**src/rtl/tpc_pkg.sv**
```systemverilog
package tpc_pkg;

   typedef enum logic [2:0] {
      M_FLIP       = 3'd0,
      M_ONES       = 3'd1,
      M_ZEROS      = 3'd2,
      M_ONCE_FLIP  = 3'd3,
      M_ONCE_ONES  = 3'd4,
      M_ONCE_ZEROS = 3'd5,
      M_LOOP       = 3'd6,
      M_SPARE      = 3'd7
   } tpc_mode_e;

   function automatic logic is_once(input tpc_mode_e m);
      return (m == M_ONCE_FLIP) || (m == M_ONCE_ONES) || (m == M_ONCE_ZEROS);
   endfunction

endpackage

```
**src/rtl/tpc_seq_ctrl.sv**
```systemverilog
module tpc_seq_ctrl
   import tpc_pkg::*;
#(
   parameter int PAT_W = 32,
   parameter int IDX_W = 5
) (
   input  logic             clk,
   input  logic             rst_n,
   input  tpc_mode_e        mode,
   input  logic             start,
   input  logic             slot,
   input  logic [IDX_W-1:0] last_idx,
   output logic [IDX_W-1:0] cur_idx,
   output logic             use_pat,
   output logic             done
);

   logic [IDX_W-1:0] idx_q, idx_d;
   logic             live_q, live_d;
   logic             done_q, done_d;
   logic             cur_live, cur_done, at_end;

   // a start pulse takes effect in the same cycle as a coincident strobe
   assign cur_idx  = start ? '0 : idx_q;
   assign cur_live = start | live_q;
   assign cur_done = start ? 1'b0 : done_q;
   assign at_end   = (cur_idx >= last_idx);
   assign use_pat  = (mode == M_LOOP) || (is_once(mode) && cur_live);

   always_comb begin
      idx_d  = cur_idx;
      live_d = cur_live;
      done_d = cur_done;
      if (slot && use_pat) begin
         if (at_end) begin
            idx_d = '0;
            if (is_once(mode)) begin
               live_d = 1'b0;
               done_d = 1'b1;
            end
         end else begin
            idx_d = cur_idx + 1'b1;
         end
      end
   end

   always_ff @(posedge clk or negedge rst_n) begin
      if (!rst_n) begin
         idx_q  <= '0;
         live_q <= 1'b1;
         done_q <= 1'b0;
      end else begin
         idx_q  <= idx_d;
         live_q <= live_d;
         done_q <= done_d;
      end
   end

   assign done = done_q;

endmodule

```
**src/rtl/tpc_bit_sel.sv**
```systemverilog
module tpc_bit_sel
   import tpc_pkg::*;
(
   input  tpc_mode_e mode,
   input  logic      use_pat,
   input  logic      pat_bit,
   input  logic      last_bit,
   output logic      nxt_bit
);

   always_comb begin
      if (use_pat) begin
         nxt_bit = pat_bit;
      end else begin
         unique case (mode)
            M_FLIP, M_ONCE_FLIP: nxt_bit = ~last_bit;
            M_ONES, M_ONCE_ONES: nxt_bit = 1'b1;
            default:             nxt_bit = 1'b0;
         endcase
      end
   end

endmodule

```
**src/rtl/tpc_pattern_gen.sv**
```systemverilog
module tpc_pattern_gen
   import tpc_pkg::*;
#(
   parameter int   PAT_W    = 32,
   parameter logic INIT_BIT = 1'b0,
   localparam int  LEN_W    = $clog2(PAT_W + 1),
   localparam int  IDX_W    = (PAT_W > 1) ? $clog2(PAT_W) : 1
) (
   input  logic             clk,
   input  logic             rst_n,
   input  logic [2:0]       mode_i,
   input  logic             start_i,
   input  logic             slot_i,
   input  logic [PAT_W-1:0] pat_i,
   input  logic [LEN_W-1:0] len_i,
   output logic             bit_o,
   output logic             done_o
);

   generate
      if (PAT_W < 1 || PAT_W > 1024) begin : g_bad_width
         $error("tpc_pattern_gen: PAT_W must lie in 1..1024");
      end
   endgenerate

   tpc_mode_e        mode;
   logic [IDX_W-1:0] last_idx, cur_idx;
   logic             use_pat, pat_bit, nxt_bit, bit_q;

   assign mode = tpc_mode_e'(mode_i);

   // length clamp: 0 -> 1 bit, above PAT_W -> PAT_W bits
   generate
      if (PAT_W == 1) begin : g_len_one
         assign last_idx = '0;
      end else begin : g_len_many
         logic [LEN_W-1:0] len_m1;
         always_comb begin
            if (len_i == '0)
               len_m1 = '0;
            else if (len_i > LEN_W'(PAT_W))
               len_m1 = LEN_W'(PAT_W - 1);
            else
               len_m1 = len_i - 1'b1;
         end
         assign last_idx = len_m1[IDX_W-1:0];
      end
   endgenerate

   assign pat_bit = pat_i[cur_idx];

   tpc_seq_ctrl #(
      .PAT_W (PAT_W),
      .IDX_W (IDX_W)
   ) i_ctrl (
      .clk      (clk),
      .rst_n    (rst_n),
      .mode     (mode),
      .start    (start_i),
      .slot     (slot_i),
      .last_idx (last_idx),
      .cur_idx  (cur_idx),
      .use_pat  (use_pat),
      .done     (done_o)
   );

   tpc_bit_sel i_sel (
      .mode     (mode),
      .use_pat  (use_pat),
      .pat_bit  (pat_bit),
      .last_bit (bit_q),
      .nxt_bit  (nxt_bit)
   );

   always_ff @(posedge clk or negedge rst_n) begin
      if (!rst_n)
         bit_q <= INIT_BIT;
      else if (slot_i)
         bit_q <= nxt_bit;
   end

   assign bit_o = bit_q;

endmodule

```
**config.mk**
```make
export PLATFORM = sky130hd
export DESIGN_NAME = tpc_pattern_gen
export DESIGN_NICKNAME = d
export VERILOG_FILES = /design/src/rtl/tpc_pkg.sv /design/src/rtl/tpc_seq_ctrl.sv /design/src/rtl/tpc_bit_sel.sv /design/src/rtl/tpc_pattern_gen.sv
export SDC_FILE = /design/constraint.sdc
export NUM_CORES = 1
export LEC_CHECK = 0
export BUFFER_PORTS_ARGS = -buffer_cell sky130_fd_sc_hd__buf_2
export CAP_MARGIN = 10
export CORE_UTILIZATION = 25
export DETAILED_ROUTE_END_ITERATION = 8
export GPL_ROUTABILITY_DRIVEN = 0
export SYNTH_ARGS = -nofsm -noshare
export SYNTH_HDL_FRONTEND = slang
export SYNTH_HIERARCHICAL = 1
export SYNTH_SLANG_ARGS = --single-unit
```
**constraint.sdc**
```tcl
create_clock -name clk -period 2.7 [get_ports clk]
set_input_delay 0.54 -clock clk [delete_from_list [all_inputs] [get_ports clk]]
set_output_delay 0.54 -clock clk [all_outputs]
set_load 0.02 [all_outputs]
```
Word-level counts from Yosys, hierarchy flattened --
Cells that the tools add are included.
Word-level totals: bits in registers 8, memories 0, bits in read-only memories 0, latch bits 0, logic and storage cells 41, memory bits (writable) 0, input bits 45
Cells by class: bitwise logic cells 2, add/subtract/negate cells 2, equal/unequal tests 5, reductions and logical operators 9, multipliers 0, muxes and demuxes 16, order comparisons 3, shift-type cells 0, div/mod/pow operators 0
Operators by type and width (count):
- 5-bit two-way mux | 5
- 3-bit equality test (second input constant) | 3
- 1-bit two-way mux | 9
- 6-bit > comparator (second input constant) | 1
- 6-bit logical NOT | 1
- 5-bit by 6-bit less-than comparator with 1-bit output (second input constant) | 1
- 5-bit by 1-bit adder with 5-bit output (second input constant) | 1
- 1-bit binary-select mux with 5-bit select | 1
- 5-bit greater-or-equal comparator | 1
- 5-bit by 1-bit subtractor with 5-bit output (second input constant) | 1
- 2-bit OR reduction | 2
- 3-bit by 1-bit equality test with 1-bit output (second input constant) | 1
- 3-bit by 2-bit equality test with 1-bit output (second input constant) | 1
- 3-bit logical NOT | 1
- 1-bit logical OR | 3
- 1-bit logical AND | 2
- 1-bit one-hot mux with 2 select lines | 1
- 1-bit NOT | 1
- 1-bit bitwise OR | 1

Longest topological paths before layout --
word-level depth 7, mapped depth 11, gate-level depth less buffers 11

Modules after synthesis --
Netlist, hierarchy kept.
Modules (own cells, without submodules):
- tpc_seq_ctrl | instances 1, seq. area each 176.4 µm², cells each 66, area an instance 576.8 µm²
- tpc_pattern_gen | instances 1, seq. area each 25.0 µm², cells each 64, area an instance 488.0 µm²
- tpc_bit_sel | instances 1, seq. area each 0.0 µm², cells each 5, area an instance 36.3 µm²

Worst setup path after synthesis --
Ideal clock, no wire load.
path kind input -> register, start input port len_i[0], end register i_ctrl.done_q, in the netlist i_ctrl/done, buffers on the path 0, arrival time 2254 ps, data required time 2578 ps, setup time 122 ps, setup slack 325 ps, cell stages on the path 10, cell sequence inv_1 -> ha_1 -> nand3b_1 -> nand2_1 -> a21oi_1 -> ha_1 -> or2b_1 -> a221oi_4 -> o21ai_4 -> a32o_1
Between the ends: longest elaborated chain between the ends 6, elaborated cells between the ends (all ways) 8, classes of those cells 1 x add/sub; 2 x order compare; 4 x mux; 1 x reduce/logical
RTL lines:
- start: declaration | line tpc_pattern_gen.sv:15 | input logic [LEN_W-1:0] len_i,
- 5-bit by 1-bit subtractor with 5-bit output or 6-bit > comparator (tied branches) | line tpc_pattern_gen.sv:44, tpc_pattern_gen.sv:41
- 5-bit two-way mux | line tpc_pattern_gen.sv:41 | else if (len_i > LEN_W'(PAT_W))
- 5-bit two-way mux * | line tpc_pattern_gen.sv:39 | if (len_i == '0)
- named net g_len_many.len_m1[0] | line tpc_pattern_gen.sv:37 | logic [LEN_W-1:0] len_m1;
- 5-bit greater-or-equal comparator * | line tpc_seq_ctrl.sv:27 | assign at_end = (cur_idx >= last_idx);
- 1-bit two-way mux * | line tpc_seq_ctrl.sv:35 | if (at_end) begin
- 1-bit two-way mux * | line tpc_seq_ctrl.sv:34 | if (slot && use_pat) begin
- named net i_ctrl.done_d | line tpc_seq_ctrl.sv:20 | logic done_q, done_d;
- end signal: assignment | line tpc_seq_ctrl.sv:55 | done_q <= done_d;
- end: declaration | line tpc_seq_ctrl.sv:20
Mark *: on every way through the listed nets, which the timed path passes. The rest lies on a longest branch. A chain may end at the register's enable or synchronous reset.

Worst setup path in the final report --
Ends and elaborated chain as after synthesis.

==> results.cfg <==
[setup_path]
crit_type = in2reg
worstPathMaxFanout = 6
reg2reg_from = i_ctrl/idx_q[2]$_DFF_PN0_
path_cells = buf_2, inv_1, ha_1, nand3b_1, nand2_1, a21oi_1, ha_1, or2b_1, a221oi_4, o21ai_4, a32o_1
critPathTopFamily = compound AO/OA/AOI/OAI gates
start_kind = input port
cp_slowest_stage_delay_ps = 300
slowest_stage = a221oi_4
r2r_cells = 9
worst-path-stages = 11
timing.rr.end = bit_o$_DFFE_PN0P_
end_kind = register
path_common_cell = ha_1
arrival_ps = 2490
crit_buf_inv = 2
critPathRequiredTime_ps = 2810
crit_start = len_i[0]
cp-endpoint = i_ctrl/done$_DFF_PN0_
reg2reg_slack_ps = 440

[power_and_ir_drop]
swShare_pct = 28.9
vdd_drop_max_v = 0.000358
p_int_mw = 0.299
combPwrFrac_pct = 33.2
p_leak_nw = 0.657
finalPower_mw = 0.420
power_density_nw_per_um2 = 296
power_frac_seq_pct = 31.2
clkPwrFrac_pct = 35.6
switchingPower_mw = 0.121

[layout]
fin_nets = 237
final_util_pct = 34.5
syn_to_final_growth_pct = 28.9
fin_cells = 235
diodes = 0
layout-drive-gt1-share_pct = 33.5
final_area_sq_um = 1420

[global_route]
first_global_vias = 973
grt_max_degree = 12
antenna_found_initial = 0
grt_pass1_wl_mm = 4.01
grt.overflow.total = 0
grt_usage_pct = 11.2

[synth]
ys.flop_type = dfrtp_1
ys_warn_count = 6
yosysUniqueCellTypes = 42
synth_edf_count = 0
synthesis.area_sq_um = 1100
ys_seq_elements = 8
syn_inst = 135
synth_top_cell_area_share_pct = 15.9
yosys-top-cells-area = dfrtp_1, mux2i_1, ha_1, nand2_1, inv_1
synth_nets = 186
syn_avg_cell_area_sq_um = 8.16
async_flop_share_pct = 100
yosysTopAreaCell = dfrtp_1
yosysSeqAreaShare_pct = 18.3
synth_top_cells_by_count = mux2i_1, nand2_1, inv_1

[timing]
finalSetupViolCount = 0
whs_ps = 151
hold_violations = 0
rsz0062_at_grt = no
worst_pin_slew_ps = 537
finalClockSkew_ps = 5.17
setup_ws_ps = 323
setup_tns_ps = 0
slew_viol_final = 0
slew_headroom_pct = 64.1
max_freq_ghz = 0.421
finalCritPeriodShare_pct = 88.0
fin_crit_ps = 2380

[placement]
place_inst = 231
port_buffers = 46
pre_cts_ws_ps = 70.6
postPlaceCellArea_sq_um = 1370
dp_hpwl_mm = 2.17

[clock_network]
cts_buffers = 3
clkTransAtPathRegs_ps = 40
post_cts_resized = 0
h-tree-depth = 1
cts_tree = built
cts-root-buf = clkbuf_8
clk_path_buf_depth = 2
cts.sinks = 8
cts_hold_buf = 0
clock_latency_ps = 230
post_cts_buffers = 0

[floorplan]
rows = 23
die-area_sq_um = 4670
die_y_microns = 68.4
dieWidth_microns = 68.4
core-area_sq_um = 4120
start_util_pct = 26.8
ios = 47

[routing]
dr_total_vias = 1131
drt_pre_antenna_iters = 4
via_per_inst = 4.81
wl_mm = 2.54
wl_per_cell_microns = 10.8
drc_errors = 0
drt_iter0_drc = 35
ant_nets = 0

[flow_run]
max_cap_viol_count = 0

[hold_path]
hp-class = in2async

[outcome]
status = finished clean
==> per-layer routing <==
layer | up-vias | track usage [%] | share of wire [%]
met5 | - | 0 | 0
met3 | 0 | 2.50 | 6.6
met2 | 37 | 19.9 | 47
met4 | 0 | 0.781 | 0
met1 | 503 | 14.3 | 46
li1 | 591 | - | -
==> worst min path at each step <==
stage | from | slack, ps | end | cells past startpoint
floorplan | rst_n | 240 | bit_o$_DFFE_PN0P_ | 0
global placement | rst_n | 400 | i_ctrl/idx_q[3]$_DFF_PN0_ | 1
CTS | rst_n | 150 | i_ctrl/idx_q[3]$_DFF_PN0_ | 1
detailed placement | rst_n | 390 | i_ctrl/done$_DFF_PN0_ | 1
global route | rst_n | 150 | bit_o$_DFFE_PN0P_ | 1
finish | rst_n | 150 | bit_o$_DFFE_PN0P_ | 1
==> cell families (layout without fill, tap and decap cells) <==
logic type	after synthesis	in the layout	synth area share, %
compound gates	36	36	25.8
xor+xnor	2	2	1.59
fa+ha+maj	7	7	7.73
buf+inv	17	67	8.64
flops	8	8	18.3
mux	17	17	15.6
simple gates	48	48	22.4
==> area by class of cell <==
class / instances / area [sq um]
timing repair buffer: 49 / 253
tap: 50 / 62.6
multi-input combinational: 110 / 805
clock buffer: 4 / 45.0
sequential: 8 / 201
inverter: 14 / 52.6
fill: 452 / 2700
==> power by group through the flow <==
stage	combinational, mW	sequential, mW	clock [mW]
floorplan	0.0851	0.136	0
global placement	0.139	0.133	0
detailed placement	0.141	0.133	0
CTS	0.142	0.131	0.152
global route	0.158	0.132	0.163
finish	0.139	0.131	0.150
==> layout by cell type (no fill, tap or decap), types with 3 or more instances in the layout <==
master    netlist  routed
buf_2           0      46
nand2_1        16      16
mux2i_1        16      16
inv_1          13      13
nor2_1          8       8
a21oi_1         7       7
dfrtp_1         7       7
ha_1            6       6
o21ai_0         4       4
nor2b_1         4       4
a22oi_1         4       4
nand3_1         4       4
nand2b_1        4       4
o22ai_1         4       4
nor3_1          3       3
clkbuf_8        0       3
a31oi_1         3       3
buf_4           0       3
==> sequential cells by signal, indices dropped and copies added, names as in the netlist <==
signal	cells
i_ctrl/live_q	1
i_ctrl/done	1
i_ctrl/idx_q	5
bit_o	1
==> worst register-to-register path, delay by kind of cell, from the launching register on <==
| kind | cells | cell delay (ps) |
|---|---|---|
| multiplexers | 1 | 250 |
| flip-flops | 1 | 400 |
| AO/OA/AOI/OAI | 4 | 520 |
| AND/OR/NAND/NOR | 4 | 960 |
Power figures use the tool's default switching activity.
